==> src/rtl/rac_pkg.sv <==
package rac_pkg;
  localparam int WORD_W      = 32;
  localparam int SEL_W       = 4;
  localparam int REG_W       = 16;
  localparam int CNT_FIELD_W = 7;

  typedef enum logic {ST_IDLE, ST_XFER} rac_state_e;

  typedef struct packed {
    logic                   wr;
    logic [SEL_W-1:0]       sel;
    logic [REG_W-1:0]       reg_addr;
    logic [CNT_FIELD_W-1:0] cnt_m1;
  } rac_cmd_t;
endpackage

==> src/rtl/rac_hdr_gen.sv <==
module rac_hdr_gen
  import rac_pkg::*;
(
  input  rac_cmd_t          cmd,
  output logic [WORD_W-1:0] hdr
);
  logic [WORD_W-1:0] raw;

  always_comb begin
    raw        = '0;
    raw[29]    = cmd.wr;
    raw[27:24] = cmd.sel;
    raw[23:8]  = cmd.reg_addr;
    raw[7:1]   = cmd.cnt_m1;
    hdr        = raw;
    hdr[0]     = ~(^raw[WORD_W-1:1]);
  end
endmodule

==> src/rtl/rac_seq.sv <==
module rac_seq
  import rac_pkg::*;
#(
  parameter int MAX_BURST = 128,
  parameter int LEN_W     = 8,
  parameter int IDX_W     = 8,
  parameter int PTR_W     = 7
) (
  input  logic              clk,
  input  logic              rst_n,
  input  logic              start,
  input  rac_cmd_t          cmd_in,
  input  logic [LEN_W-1:0]  burst_len,
  input  logic [WORD_W-1:0] hdr,
  input  logic [WORD_W-1:0] wr_data,
  input  logic              link_ack,
  output rac_cmd_t          cmd_q,
  output logic              busy,
  output logic              done,
  output logic              accept,
  output logic              reject,
  output logic              link_req,
  output logic [WORD_W-1:0] link_tx,
  output logic [IDX_W-1:0]  word_idx,
  output logic [PTR_W-1:0]  wr_idx
);
  rac_state_e       st_q, st_d;
  logic [IDX_W-1:0] k_q, k_d;
  logic [IDX_W-1:0] last_q;
  logic             len_ok, idle, fin, done_d;

  assign idle   = (st_q == ST_IDLE);
  assign len_ok = (burst_len != '0) && (burst_len <= LEN_W'(MAX_BURST));
  assign accept = idle && start && len_ok;
  assign reject = idle && start && !len_ok;
  assign fin    = (st_q == ST_XFER) && link_ack && (k_q == last_q);
  assign done_d = fin || reject;

  always_comb begin
    st_d = st_q;
    k_d  = k_q;
    case (st_q)
      ST_IDLE: if (accept) begin
        st_d = ST_XFER;
        k_d  = '0;
      end
      ST_XFER: if (link_ack) begin
        if (k_q == last_q) st_d = ST_IDLE;
        else               k_d  = k_q + IDX_W'(1);
      end
      default: st_d = ST_IDLE;
    endcase
  end

  always_ff @(posedge clk or negedge rst_n) begin
    if (!rst_n) begin
      st_q   <= ST_IDLE;
      k_q    <= '0;
      last_q <= '0;
      cmd_q  <= '0;
      done   <= 1'b0;
    end else begin
      st_q <= st_d;
      k_q  <= k_d;
      done <= done_d;
      if (accept) begin
        last_q <= IDX_W'(burst_len) + IDX_W'(1);
        cmd_q  <= cmd_in;
      end
    end
  end

  always_comb begin
    if (k_q == '0)          link_tx = hdr;
    else if (k_q == last_q) link_tx = '0;
    else if (cmd_q.wr)      link_tx = wr_data;
    else                    link_tx = '0;
  end

  assign busy     = (st_q == ST_XFER);
  assign link_req = busy;
  assign word_idx = k_q;
  assign wr_idx   = PTR_W'(k_q - IDX_W'(1));

  p_hdr_parity_r2: assert property (@(posedge clk) disable iff (!rst_n)
    (link_req && k_q == '0) |-> ((^link_tx) == 1'b1));
  p_hdr_kind_r1: assert property (@(posedge clk) disable iff (!rst_n)
    (link_req && k_q == '0) |-> (!link_tx[31] && link_tx[29] == cmd_q.wr));
  p_hold_word_r3: assert property (@(posedge clk) disable iff (!rst_n)
    (link_req && !link_ack) |=> (link_req && $stable(link_tx)));
  p_busy_keep_r8: assert property (@(posedge clk) disable iff (!rst_n)
    (busy && start && !link_ack) |=> (busy && $stable(k_q)));
  p_done_idle_r10: assert property (@(posedge clk) disable iff (!rst_n)
    done |-> !busy);
endmodule

==> src/rtl/rac_reply.sv <==
module rac_reply
  import rac_pkg::*;
#(
  parameter int IDX_W = 8,
  parameter int PTR_W = 7
) (
  input  logic              clk,
  input  logic              rst_n,
  input  logic              accept,
  input  logic              reject,
  input  logic              is_wr,
  input  logic              link_req,
  input  logic              link_ack,
  input  logic [WORD_W-1:0] link_tx,
  input  logic [WORD_W-1:0] link_rx,
  input  logic [IDX_W-1:0]  word_idx,
  output logic              err_proto,
  output logic              err_len,
  output logic              rd_valid,
  output logic [PTR_W-1:0]  rd_idx,
  output logic [WORD_W-1:0] rd_data
);
  logic [WORD_W-1:0] prev_q;
  logic              xchg, cmp_en, mism, rd_hit;
  logic              err_proto_d, err_len_d;

  assign xchg   = link_req && link_ack;
  assign cmp_en = xchg && (word_idx != '0) && (is_wr || word_idx == IDX_W'(1));
  assign mism   = cmp_en && (link_rx != prev_q);
  assign rd_hit = xchg && !is_wr && (word_idx >= IDX_W'(2));

  always_comb begin
    err_proto_d = err_proto;
    err_len_d   = err_len;
    if (accept || reject) begin
      err_proto_d = 1'b0;
      err_len_d   = reject;
    end else if (mism) begin
      err_proto_d = 1'b1;
    end
  end

  always_ff @(posedge clk or negedge rst_n) begin
    if (!rst_n) begin
      prev_q    <= '0;
      err_proto <= 1'b0;
      err_len   <= 1'b0;
      rd_valid  <= 1'b0;
      rd_idx    <= '0;
      rd_data   <= '0;
    end else begin
      err_proto <= err_proto_d;
      err_len   <= err_len_d;
      rd_valid  <= rd_hit;
      if (xchg) prev_q <= link_tx;
      if (rd_hit) begin
        rd_data <= link_rx;
        rd_idx  <= PTR_W'(word_idx - IDX_W'(2));
      end
    end
  end

  p_err_sticky_r9: assert property (@(posedge clk) disable iff (!rst_n)
    (err_proto && !accept && !reject) |=> err_proto);
  p_first_word_ignored_r4: assert property (@(posedge clk) disable iff (!rst_n)
    (xchg && word_idx == '0) |=> $stable(err_proto));
  p_rd_only_read_r6: assert property (@(posedge clk) disable iff (!rst_n)
    rd_valid |-> !is_wr);
endmodule

==> src/rtl/rac_engine.sv <==
module rac_engine
  import rac_pkg::*;
#(
  parameter int MAX_BURST = 128,
  localparam int LEN_W    = $clog2(MAX_BURST + 1),
  localparam int IDX_W    = $clog2(MAX_BURST + 2),
  localparam int PTR_W    = $clog2(MAX_BURST)
) (
  input  logic              clk,
  input  logic              rst_n,
  input  logic              start,
  input  logic              op_write,
  input  logic [19:0]       cmd_addr,
  input  logic [LEN_W-1:0]  burst_len,
  input  logic [31:0]       wr_data,
  output logic [PTR_W-1:0]  wr_idx,
  output logic              busy,
  output logic              done,
  output logic              err_proto,
  output logic              err_len,
  output logic              rd_valid,
  output logic [PTR_W-1:0]  rd_idx,
  output logic [31:0]       rd_data,
  output logic              link_req,
  output logic [31:0]       link_tx,
  input  logic              link_ack,
  input  logic [31:0]       link_rx
);
  rac_cmd_t          cmd_in, cmd_q;
  logic [WORD_W-1:0] hdr;
  logic [IDX_W-1:0]  word_idx;
  logic              accept, reject;

  always_comb begin
    cmd_in.wr       = op_write;
    cmd_in.sel      = cmd_addr[19:16];
    cmd_in.reg_addr = cmd_addr[15:0];
    cmd_in.cnt_m1   = CNT_FIELD_W'(burst_len - LEN_W'(1));
  end

  rac_hdr_gen u_hdr (
    .cmd (cmd_q),
    .hdr (hdr)
  );

  rac_seq #(
    .MAX_BURST (MAX_BURST),
    .LEN_W     (LEN_W),
    .IDX_W     (IDX_W),
    .PTR_W     (PTR_W)
  ) u_seq (
    .clk       (clk),
    .rst_n     (rst_n),
    .start     (start),
    .cmd_in    (cmd_in),
    .burst_len (burst_len),
    .hdr       (hdr),
    .wr_data   (wr_data),
    .link_ack  (link_ack),
    .cmd_q     (cmd_q),
    .busy      (busy),
    .done      (done),
    .accept    (accept),
    .reject    (reject),
    .link_req  (link_req),
    .link_tx   (link_tx),
    .word_idx  (word_idx),
    .wr_idx    (wr_idx)
  );

  rac_reply #(
    .IDX_W (IDX_W),
    .PTR_W (PTR_W)
  ) u_reply (
    .clk       (clk),
    .rst_n     (rst_n),
    .accept    (accept),
    .reject    (reject),
    .is_wr     (cmd_q.wr),
    .link_req  (link_req),
    .link_ack  (link_ack),
    .link_tx   (link_tx),
    .link_rx   (link_rx),
    .word_idx  (word_idx),
    .err_proto (err_proto),
    .err_len   (err_len),
    .rd_valid  (rd_valid),
    .rd_idx    (rd_idx),
    .rd_data   (rd_data)
  );

  p_len_refused_quiet_r7: assert property (@(posedge clk) disable iff (!rst_n)
    err_len |-> !link_req);
endmodule

==> config.mk <==
export PLATFORM = sky130hd
export DESIGN_NAME = rac_engine
export DESIGN_NICKNAME = d
export VERILOG_FILES = /design/src/rtl/rac_pkg.sv /design/src/rtl/rac_hdr_gen.sv /design/src/rtl/rac_seq.sv /design/src/rtl/rac_reply.sv /design/src/rtl/rac_engine.sv
export SDC_FILE = /design/constraint.sdc
export NUM_CORES = 1
export LEC_CHECK = 0
export BUFFER_PORTS_ARGS = -buffer_cell sky130_fd_sc_hd__buf_2
export CORE_MARGIN = 2
export CORE_UTILIZATION = 58
export CTS_BUF_LIST = sky130_fd_sc_hd__clkbuf_4 sky130_fd_sc_hd__clkbuf_8
export DETAILED_ROUTE_END_ITERATION = 16
export PLACE_DENSITY = 0.88
export SYNTH_ARGS = -nofsm -noshare
export SYNTH_HDL_FRONTEND = slang
export SYNTH_SLANG_ARGS = --single-unit
==> constraint.sdc <==
create_clock -name clk -period 6.53 [get_ports clk]
set_input_delay 0 -clock clk [delete_from_list [all_inputs] [get_ports clk]]
set_output_delay 0 -clock clk [all_outputs]
set_load 0.01 [all_outputs]
==> metrics.md, run 1 <==
| Metric | Value |
|---|---|
| Status | `finished, final reports clean` |
| Met2 global-route usage | `61.4%` |
| Area of the die | `11300 µm²` |
| CTS Buffer Depth | `2` |
| # DRC | `0` |
| Total Power | `4.49 mW` |
| Worst hold slack | `0.0249 ns` |
| Synthesized instance count | `506` |
| Root buffer cell | `clkbuf_8` |
| TritonCTS clock tree | `built` |
| Cells along the critical path | `xor2_1, nor4_2, nand2_1, a21oi_1, nor2_1, buf_2` |
| Gpl congestion | `0.932` |
| Setup crit end kind | `output pin` |
| Clock transition at path regs | `0.07 ns` |
| Critical path's slowest cell | `nor4_2` |
| Worst Setup SP | `u_seq.word_idx[3]` |
| Post-CTS Setup Inserts | `0` |
| Final Critical Period | `3.12 ns` |
| Cell class contributing the biggest share of worst-path delay | `simple AND/OR/NAND/NOR gates` |
| Post-synth EDFFs | `0` |
| Main synth FF type | `dfrtp_1` |
| Hold crit path type | `in2reg` |
| Most used routing layer | `met2` |
| Count of final hold-check violations | `0` |
| Die Ht | `106 µm` |
| Via count of the first global-routing pass | `5744` |
| Nets | `882` |
| Max Slew Vio Count | `0` |
| GRT Overall Usage | `36.0%` |
| Unrepaired setup endpoints after global routing | `false` |
| Worst slew margin relative to its limit | `28.3%` |
| Critical-path maximum fanout | `13` |
| M3 GR Usage | `9.01%` |
| Worst Path Required | `6.53 ns` |
| Worst Setup Path Type | `reg2out` |
| Yosys cell types | `43` |
| Area post-placement | `7070 µm²` |
| Number of max-cap violations | `0` |
| Rows | `37` |
| Yosys top cell by area | `dfrtp_1` |
| First-pass GRT wire length | `30700 µm` |
| Core area | `10200 µm²` |
| Top cell type's share of synthesized area | `49.0%` |
| Post-synth top cells | `119 x dfrtp_1, 86 x mux2_2, 53 x xor2_1` |
| Layout area overhead | `38.4%` |
| Pre-Repair DR Iteration Count | `5` |
| Initial antenna violation count | `1` |
| CTS Sinks | `119` |
| H-tree levels | `4` |
| Total negative slack | `0 ns` |
| Initial DRC Count | `416` |
| Final WL | `19800 µm` |
| Met1 usage | `41.0%` |
| Port-buffer cells | `180` |
| Synth area leaders | `dfrtp_1 49%, mux2_2 16%, xor2_1 7.6%` |
| Routed vias/inst | `5.79` |
| Layout cells sized above 1 | `39.7%` |
| Initial core utilization | `59.4%` |
| CTS Buf Count | `17` |
| YS warnings | `0` |
| Ports | `181` |
| Async set-reset flop share out of synthesis | `100%` |
| Final Setup Violations | `0` |
| Maximum VDD drop | `0.445 mV` |
| Hold Crit Start | `burst_len[1]` |
| Power Dens Cells | `534 nW/µm²` |
| DR WL/cell | `21.4 µm` |
| CP startpoint kind | `flop` |
| Global route overflow | `0` |
| Die width | `106 µm` |
| Largest net degree at the start of global routing | `74` |
| Synth Cell Area | `6080 µm²` |
| Seq/Total Area, Yosys | `49.0%` |
| Most frequent cell after synthesis | `dfrtp_1` |
| Detailed-route via count | `5352` |
| Post-Syn Nets | `613` |
| R2R Path Start | `u_seq.word_idx[3]` |
| Worst-Skew Late Latency | `0.45 ns` |
| Fin crit share | `47.7%` |
| Flops & latches, synth | `119` |
| Dpl hpwl | `11400 µm` |
| Final instance area | `8410 µm²` |
| Worst path arrival time | `3.12 ns` |
| Critical path's largest stage delay | `0.92 ns` |
| Slew of the pin with the lowest slew margin | `1.07 ns` |
| Post-DRT Antenna Nets | `0` |
| Leakage Power | `3.99 nW` |
| Synthesized area per cell | `12.0 µm²` |
| Max Freq | `0.321 GHz` |
| WP buf/inv | `1` |
| Clock Skew | `0.0143 ns` |
logic make-up (layout without fill, tap and decap cells):
kind of cell,Yosys count,in the layout,synth area share (%)
AOI/OAI and AO/OA,69,69,8.26
xor gates and xnor gates,90,90,13.4
adders and majority gates,10,10,2.06
buffers and inverters,41,323,3.27
DFF,119,119,49.0
muxes,88,88,16.3
other,0,1,0
and+or+nand+nor,89,89,7.70
report_power, final:
| part | internal, mW | switching (mW) | leakage (nW) |
|---|---|---|---|
| registers | 1.08 | 0.322 | 1.44 |
| logic | 1.19 | 1.18 | 2.35 |
| clock network | 0.395 | 0.322 | 0.206 |
stage by stage:
stage               std cells  worst slack, ns  util [%]
floorplan                 506             4.32         -
global placement          800             3.82      69.1
detailed placement        800             3.71      69.1
CTS                       924             3.55      82.1
global route              925             3.29      82.2
finish                    925             3.41      82.2
path summary, 6_finish.rpt:
check / slack [ns] / to / depth (start not counted)
worst max-delay path: 3.41 / link_tx[29] / 6
worst min-delay path: 0.02 / u_seq.last_q[3] / 4
worst max register to register: 3.59 / u_reply.rd_data[20] / 5
worst min register to register: 0.51 / u_reply.rd_data[0] / 1
max in group asynchronous: 5.08 / u_reply.prev_q[2] / 3
min in group asynchronous: 0.11 / u_seq.last_q[3] / 2
registers in the layout, indices dropped and copies added (netlist names):
register           count
u_reply.rd_valid       1
u_reply.err_len        1
u_seq.busy             1
u_seq.last_q           8
u_reply.err_proto      1
u_reply.rd_data       32
u_seq.cmd_q           27
u_seq.done             1
u_seq.word_idx         8
u_reply.prev_q        32
u_reply.rd_idx         7
worst reg2reg max path, stage by stage, from the launching register on:
cell	delay, ns
dfrtp_1	0.66
or4_4	0.25
nor3_1	0.09
a211oi_4	0.93
buf_4	0.47
mux2_2	0.43
cell usage in the layout (no fill, tap or decap), types with 3 or more instances in the layout:
master | synthesis | final
ha_1 | 10 | 10
inv_1 | 13 | 13
bufinv_16 | 0 | 3
clkbuf_8 | 0 | 18
nand4_1 | 4 | 4
mux2_2 | 86 | 86
dfrtp_1 | 119 | 119
buf_2 | 9 | 179
nor4_1 | 9 | 9
o21ai_0 | 6 | 6
buf_4 | 3 | 7
and2_1 | 5 | 4
nand3_1 | 9 | 9
a2111oi_0 | 3 | 3
a21oi_1 | 18 | 18
nand2_1 | 15 | 15
xnor2_1 | 35 | 35
clkinvlp_4 | 0 | 3
a22o_1 | 28 | 28
xor2_1 | 53 | 53
a211oi_1 | 4 | 3
clkinv_2 | 0 | 4
nor3_1 | 4 | 4
nor2_1 | 30 | 30
dlygate4sd3_1 | 0 | 92
metal layers:
layer | vias to the layer above | wire [µm]
met3 | 97 | 1530
met5 | - | 0
met4 | 0 | 1120
li1 | 2308 | -
met2 | 329 | 10000
met1 | 2618 | 7140
what timing repair did:
item / CTS / global route
gates resized for setup: 0 / 0
hold buffers: 92 / 0
hold endpoints to repair: 143 / 0
area by class of cell:
| cell class | instances | area, µm² |
|---|---|---|
| clock inverters | 12 | 150 |
| repair buffers | 278 | 1870 |
| diodes | 1 | 2.50 |
| inverters | 13 | 48.8 |
| flip-flops and latches | 119 | 2980 |
| clock buffers | 20 | 263 |
| multi-input cells | 346 | 2930 |
| fillers | 561 | 1820 |
| well taps | 136 | 170 |
(Power assumes the default switching activity.)
==> inputs of run 2 (changes only) <==
--- a/config.mk
+++ b/config.mk
@@ -7,10 +7,10 @@
 export LEC_CHECK = 0
 export BUFFER_PORTS_ARGS = -buffer_cell sky130_fd_sc_hd__buf_2
 export CORE_MARGIN = 2
-export CORE_UTILIZATION = 58
+export CORE_UTILIZATION = 54
 export CTS_BUF_LIST = sky130_fd_sc_hd__clkbuf_4 sky130_fd_sc_hd__clkbuf_8
 export DETAILED_ROUTE_END_ITERATION = 16
-export PLACE_DENSITY = 0.88
+export PLACE_DENSITY = 0.83
 export SYNTH_ARGS = -nofsm -noshare
 export SYNTH_HDL_FRONTEND = slang
 export SYNTH_SLANG_ARGS = --single-unit
==> constraint.sdc (replaced) <==
create_clock -name clk -period 3.1 [get_ports clk]
set_input_delay 0 -clock clk [delete_from_list [all_inputs] [get_ports clk]]
set_output_delay 0 -clock clk [all_outputs]
set_load 0.01 [all_outputs]
==> metrics.md, run 2 (synthesis gave the netlist of run 1 again) <==
| Metric | Value |
|---|---|
| Final Critical Period | `2.78 ns` |
| Global route overflow | `0` |
| Routed vias/inst | `5.66` |
| Metal3 WL | `1330 µm` |
| Setup crit end kind | `output pin` |
| # DRC | `0` |
| M1 wire length | `7380 µm` |
| Worst Path Required | `3.10 ns` |
| Part of the power in combinational logic | `54.3%` |
| Root buffer cell | `clkbuf_8` |
| Final WL | `19200 µm` |
| Maximum VDD drop | `0.917 mV` |
| Layout cells sized above 1 | `40.3%` |
| Register area | `2980 µm²` |
| Ports | `181` |
| Post-DRT Antenna Nets | `0` |
| Die Ht | `110 µm` |
| Area of the multi-input gates | `2930 µm²` |
| GRT Overall Usage | `32.2%` |
| CTS Sinks | `119` |
| Filler instances | `676` |
| CTS Buffer Depth | `2` |
| Hold crit path type | `in2reg` |
| Largest net degree at the start of global routing | `61` |
| Critical-path maximum fanout | `29` |
| Leakage Power | `4.00 nW` |
| TritonCTS clock tree | `built` |
| DR WL/cell | `20.6 µm` |
| Final instance area | `8430 µm²` |
| Initial antenna violation count | `0` |
| Final Setup Violations | `0` |
| Port-buffer cells | `180` |
| Worst slew margin relative to its limit | `30.9%` |
| Worst-Skew Late Latency | `0.45 ns` |
| Layout area overhead | `38.7%` |
| Pre-Repair DR Iteration Count | `5` |
| NetSw | `3.89 mW` |
| Clock Skew | `0.0214 ns` |
| Biggest regs | `u_reply.prev_q: 32 flops, u_reply.rd_data: 32 flops, u_seq.cmd_q: 27 flops` |
| Top sig layer | `met4` |
| Max Slew Vio Count | `0` |
| Worst Setup Path Type | `reg2out` |
| CTS Buf Count | `17` |
| Power Dens Cells | `1120 nW/µm²` |
| Unrepaired setup endpoints after global routing | `false` |
| Met2 wire length | `9610 µm` |
| R2R Path Start | `u_seq.word_idx[4]` |
| Hold Crit Start | `wr_data[1]` |
| Detailed-route via count | `5277` |
| Internal | `5.58 mW` |
| Clock share of power | `15.0%` |
| Initial DRC Count | `361` |
| Die width | `110 µm` |
| CP startpoint kind | `flop` |
| H-tree levels | `4` |
| Post-CTS Setup Inserts | `0` |
| Number of max-cap violations | `0` |
| Max Freq | `0.360 GHz` |
| Commonest non-fill, non-tap cell in the layout | `buf_2` |
| Area of the die | `12100 µm²` |
| Most frequent cells in the layout | `179 x buf_2, 119 x dfrtp_1, 89 x dlygate4sd3_1` |
| Core area | `10900 µm²` |
| First-pass GRT wire length | `28800 µm` |
| Gpl congestion | `0.877` |
| Nets | `885` |
| Slew of the pin with the lowest slew margin | `1.03 ns` |
| Clock transition at path regs | `0.07 ns` |
| Total negative slack | `0 ns` |
| Power share of the sequential group | `30.7%` |
| Area post-placement | `7130 µm²` |
| Switch share | `41.1%` |
| Count of final hold-check violations | `0` |
| Initial core utilization | `55.8%` |
| Worst hold slack | `0.0178 ns` |
| Status | `finished, final reports clean` |
| Dpl hpwl | `11700 µm` |
| Worst path arrival time | `2.78 ns` |
| Fin crit share | `89.7%` |
| Worst Setup SP | `u_seq.word_idx[4]` |
| Via count of the first global-routing pass | `5447` |
| Rows | `38` |
==> run 2: cell types whose count changed in the layout (fill, tap and decap cells not counted), sizes merged, moves of 2 or more <==
cell,previous run,this run
buf,186,192
clkinv,4,6
dlygate4sd3,92,89
inv,15,13
==> run 2: power groups by stage <==
| stage | sequential [mW] | clock (mW) | combinational, mW |
|---|---|---|---|
| after floorplan | 2.86 | 0 | 3.24 |
| after global placement | 2.83 | 0 | 4.69 |
| after detailed placement | 2.88 | 0 | 4.77 |
| after CTS | 2.86 | 1.42 | 4.90 |
| after global routing | 2.99 | 1.49 | 5.45 |
| final | 2.91 | 1.42 | 5.14 |
==> run 2: worst max-delay path, stage by stage, from the launching register on <==
cell and delay (ns):
dfrtp_1 0.52, or4_4 0.60, nor4b_4 0.31, buf_4 0.43
a22o_1 0.29, buf_2 0.17
==> run 2: timing repair <==
item	in CTS	in global routing
endpoints found under the hold margin	152	0
hold buffers	89	0
endpoints found under the setup margin	0	0
resized for setup	0	0
==> run 2: per-stage QoR <==
step | instances | setup slack [ns] | power (mW) | util, %
finish | 933 | 0.319 | 9.47 | 77.4
global route | 931 | 0.277 | 9.94 | 77.3
CTS | 931 | 0.348 | 9.17 | 77.3
detailed placement | 810 | 0.538 | 7.65 | 65.5
global placement | 810 | 0.635 | 7.52 | 65.5
floorplan | 506 | 0.886 | 6.10 | -
==> run 2: path summary, 6_finish.rpt <==
check                                      end  slack [ns]  cells past startpoint
min in group asynchronous       u_seq.cmd_q[2]        0.17                      2
max                                 link_tx[3]        0.32                      5
min reg2reg                    u_reply.err_len        0.49                      2
min                          u_reply.prev_q[1]        0.02                      3
max in group asynchronous       u_seq.cmd_q[8]        1.94                      3
max reg2reg                u_reply.rd_data[16]        0.50                      5
==> run 2: layer usage <==
metal / global-route usage [%] / vias up
met5: 0 / -
met4: 16.3 / 0
met3: 7.58 / 72
met2: 53.4 / 303
met1: 39.2 / 2579
li1: - / 2323
==> run 2: area by class of cell <==
type                       count  area share (%)
inverter                      13           0.579
antenna                        2          0.0594
clock buffer                  20            3.19
sequential                   119            35.3
clock inverter                12            1.51
multi-input combinational    346            34.7
timing repair buffer         281            22.5
tap                          140            2.08
==> inputs of run 3 (changes only) <==
--- a/config.mk
+++ b/config.mk
@@ -5,7 +5,7 @@
 export SDC_FILE = /design/constraint.sdc
 export NUM_CORES = 1
 export LEC_CHECK = 0
-export BUFFER_PORTS_ARGS = -buffer_cell sky130_fd_sc_hd__buf_2
+export BUFFER_PORTS_ARGS = -buffer_cell sky130_fd_sc_hd__buf_4
 export CORE_MARGIN = 2
 export CORE_UTILIZATION = 54
 export CTS_BUF_LIST = sky130_fd_sc_hd__clkbuf_4 sky130_fd_sc_hd__clkbuf_8
==> metrics.md, run 3 (synthesis gave the netlist of run 1 again) <==
| Metric | Value |
|---|---|
| WP buf/inv | `2` |
| Maximum VDD drop | `1.03 mV` |
| Initial DRC Count | `355` |
| Worst slew margin relative to its limit | `29.6%` |
| Via count of the first global-routing pass | `5480` |
| DR WL/cell | `20.5 µm` |
| Largest net degree at the start of global routing | `63` |
| Max Freq | `0.356 GHz` |
| Worst Setup Path Type | `reg2out` |
| H-tree levels | `4` |
| Core area | `10900 µm²` |
| Area of the die | `12100 µm²` |
| Global route overflow | `0` |
| CP startpoint kind | `flop` |
| CTS Buffer Depth | `2` |
| Max Slew Vio Count | `0` |
| # DRC | `0` |
| Worst Path Required | `3.10 ns` |
| Clock transition at path regs | `0.07 ns` |
| Setup crit end kind | `output pin` |
| Fin crit share | `90.7%` |
| Most frequent cells in the layout | `188 x buf_4, 119 x dfrtp_1, 91 x dlygate4sd3_1` |
| Final Setup Violations | `0` |
| Nets | `885` |
| Critical path's slowest cell | `or4_4` |
| Number of max-cap violations | `0` |
| Power Dens Cells | `1130 nW/µm²` |
| Biggest regs | `u_reply.prev_q: 32 flops, u_reply.rd_data: 32 flops, u_seq.cmd_q: 27 flops` |
| Final WL | `19100 µm` |
| Initial core utilization | `55.8%` |
| Initial antenna violation count | `0` |
| Clock Skew | `0.0164 ns` |
| TritonCTS clock tree | `built` |
| Rows | `38` |
| Die width | `110 µm` |
| CTS Sinks | `119` |
| Dpl hpwl | `11800 µm` |
| Pre-Repair DR Iteration Count | `5` |
| Unrepaired setup endpoints after global routing | `false` |
| Commonest non-fill, non-tap cell in the layout | `buf_4` |
| Ports | `181` |
| Worst path arrival time | `2.81 ns` |
| Status | `finished, final reports clean` |
| Worst-Skew Late Latency | `0.44 ns` |
| Routed vias/inst | `5.58` |
| Root buffer cell | `clkbuf_8` |
| Detailed-route via count | `5198` |
| Total Power | `10.1 mW` |
| Total negative slack | `0 ns` |
| Count of final hold-check violations | `0` |
| Hold crit path type | `in2reg` |
| Final Critical Period | `2.81 ns` |
| Diodes inserted | `0` |
| Slew of the pin with the lowest slew margin | `1.05 ns` |
| Critical path's largest stage delay | `0.57 ns` |
| First-pass GRT wire length | `29000 µm` |
| Layout cells sized above 1 | `40.1%` |
| Die Ht | `110 µm` |
| Gpl congestion | `0.911` |
| Leakage Power | `4.19 nW` |
| Critical-path maximum fanout | `29` |
| Cell class contributing the biggest share of worst-path delay | `simple AND/OR/NAND/NOR gates` |
| Post-DRT Antenna Nets | `0` |
| Crit-path most repeated cell | `buf_4` |
| Cells along the critical path | `or4_4, nor4b_4, buf_4, a22o_1, buf_4` |
| CTS Buf Count | `17` |
| GRT Overall Usage | `32.6%` |
| Layout area overhead | `47.5%` |
| Port-buffer cells | `180` |
| Post-cts repair resize count | `0` |
-- run 3: cell count changes in the layout (fill, tap and decap cells not counted), sizes merged --
cell and delta:
inv +1, diode -2, dlygate4sd3 +2, bufinv +3, clkinvlp -4, buf -2
clkinv -1, clkbuf +1
-- run 3: final cells by class --
class	count	area, µm²
sequential	119	2980
multi-input combinational	346	2930
timing repair buffer	281	2360
fill	591	1930
clock buffer	21	277
clock inverter	11	195
tap	140	175
inverter	13	48.8
-- run 3: worst register-to-register path, cell delays in order, from the launching register on --
cell and delay (ns):
dfrtp_1 0.62, or4_4 0.24, nor3_1 0.09, a211oi_4 0.92
buf_12 0.29, mux2_2 0.38
-- run 3: power breakdown --
part,switching [mW],internal (mW)
combinational,2.55,2.90
sequential,0.687,2.28
clock,0.669,1.02
-- run 3: metrics by stage --
stage / cells / utilization [%] / hold WS [ns] / area [µm²] / worst slack (ns)
floorplan: 506 / - / -0.296 / 6080 / 0.886
global placement: 808 / 69.6 / 0.112 / 7580 / 0.558
detailed placement: 808 / 69.6 / 0.114 / 7580 / 0.466
CTS: 930 / 82.2 / 0.000527 / 8950 / 0.292
global route: 931 / 82.3 / 0.0308 / 8960 / 0.175
finish: 931 / 82.3 / 0.0480 / 8960 / 0.287
-- run 3: timing repair --
item / CTS / global route
hold endpoints to repair: 152 / 1
buffers inserted: 0 / 0
hold buffers: 90 / 1
-- run 3: per-layer routing --
metal,vias to the layer above,global-route usage (%),part of all wire [%]
li1,2315,-,-
met1,2576,39.8,38
met2,248,55.0,51
met3,59,6.64,6.3
met4,0,16.5,4.1
met5,-,0,0
-- run 3: worst paths after layout --
path | depth (start not counted) | start | slack (ns) | endpoint
min in group asynchronous | 2 | rst_n | 0.17 | u_reply.prev_q[7]
hold / removal | 4 | burst_len[1] | 0.05 | u_seq.last_q[3]
hold reg to reg | 1 | u_reply.rd_data[5] | 0.51 | u_reply.rd_data[5]
setup reg to reg | 5 | u_seq.word_idx[3] | 0.45 | u_reply.rd_idx[1]
setup / recovery | 5 | u_seq.word_idx[3] | 0.29 | link_tx[8]
max in group asynchronous | 3 | rst_n | 2.12 | u_reply.rd_idx[5]
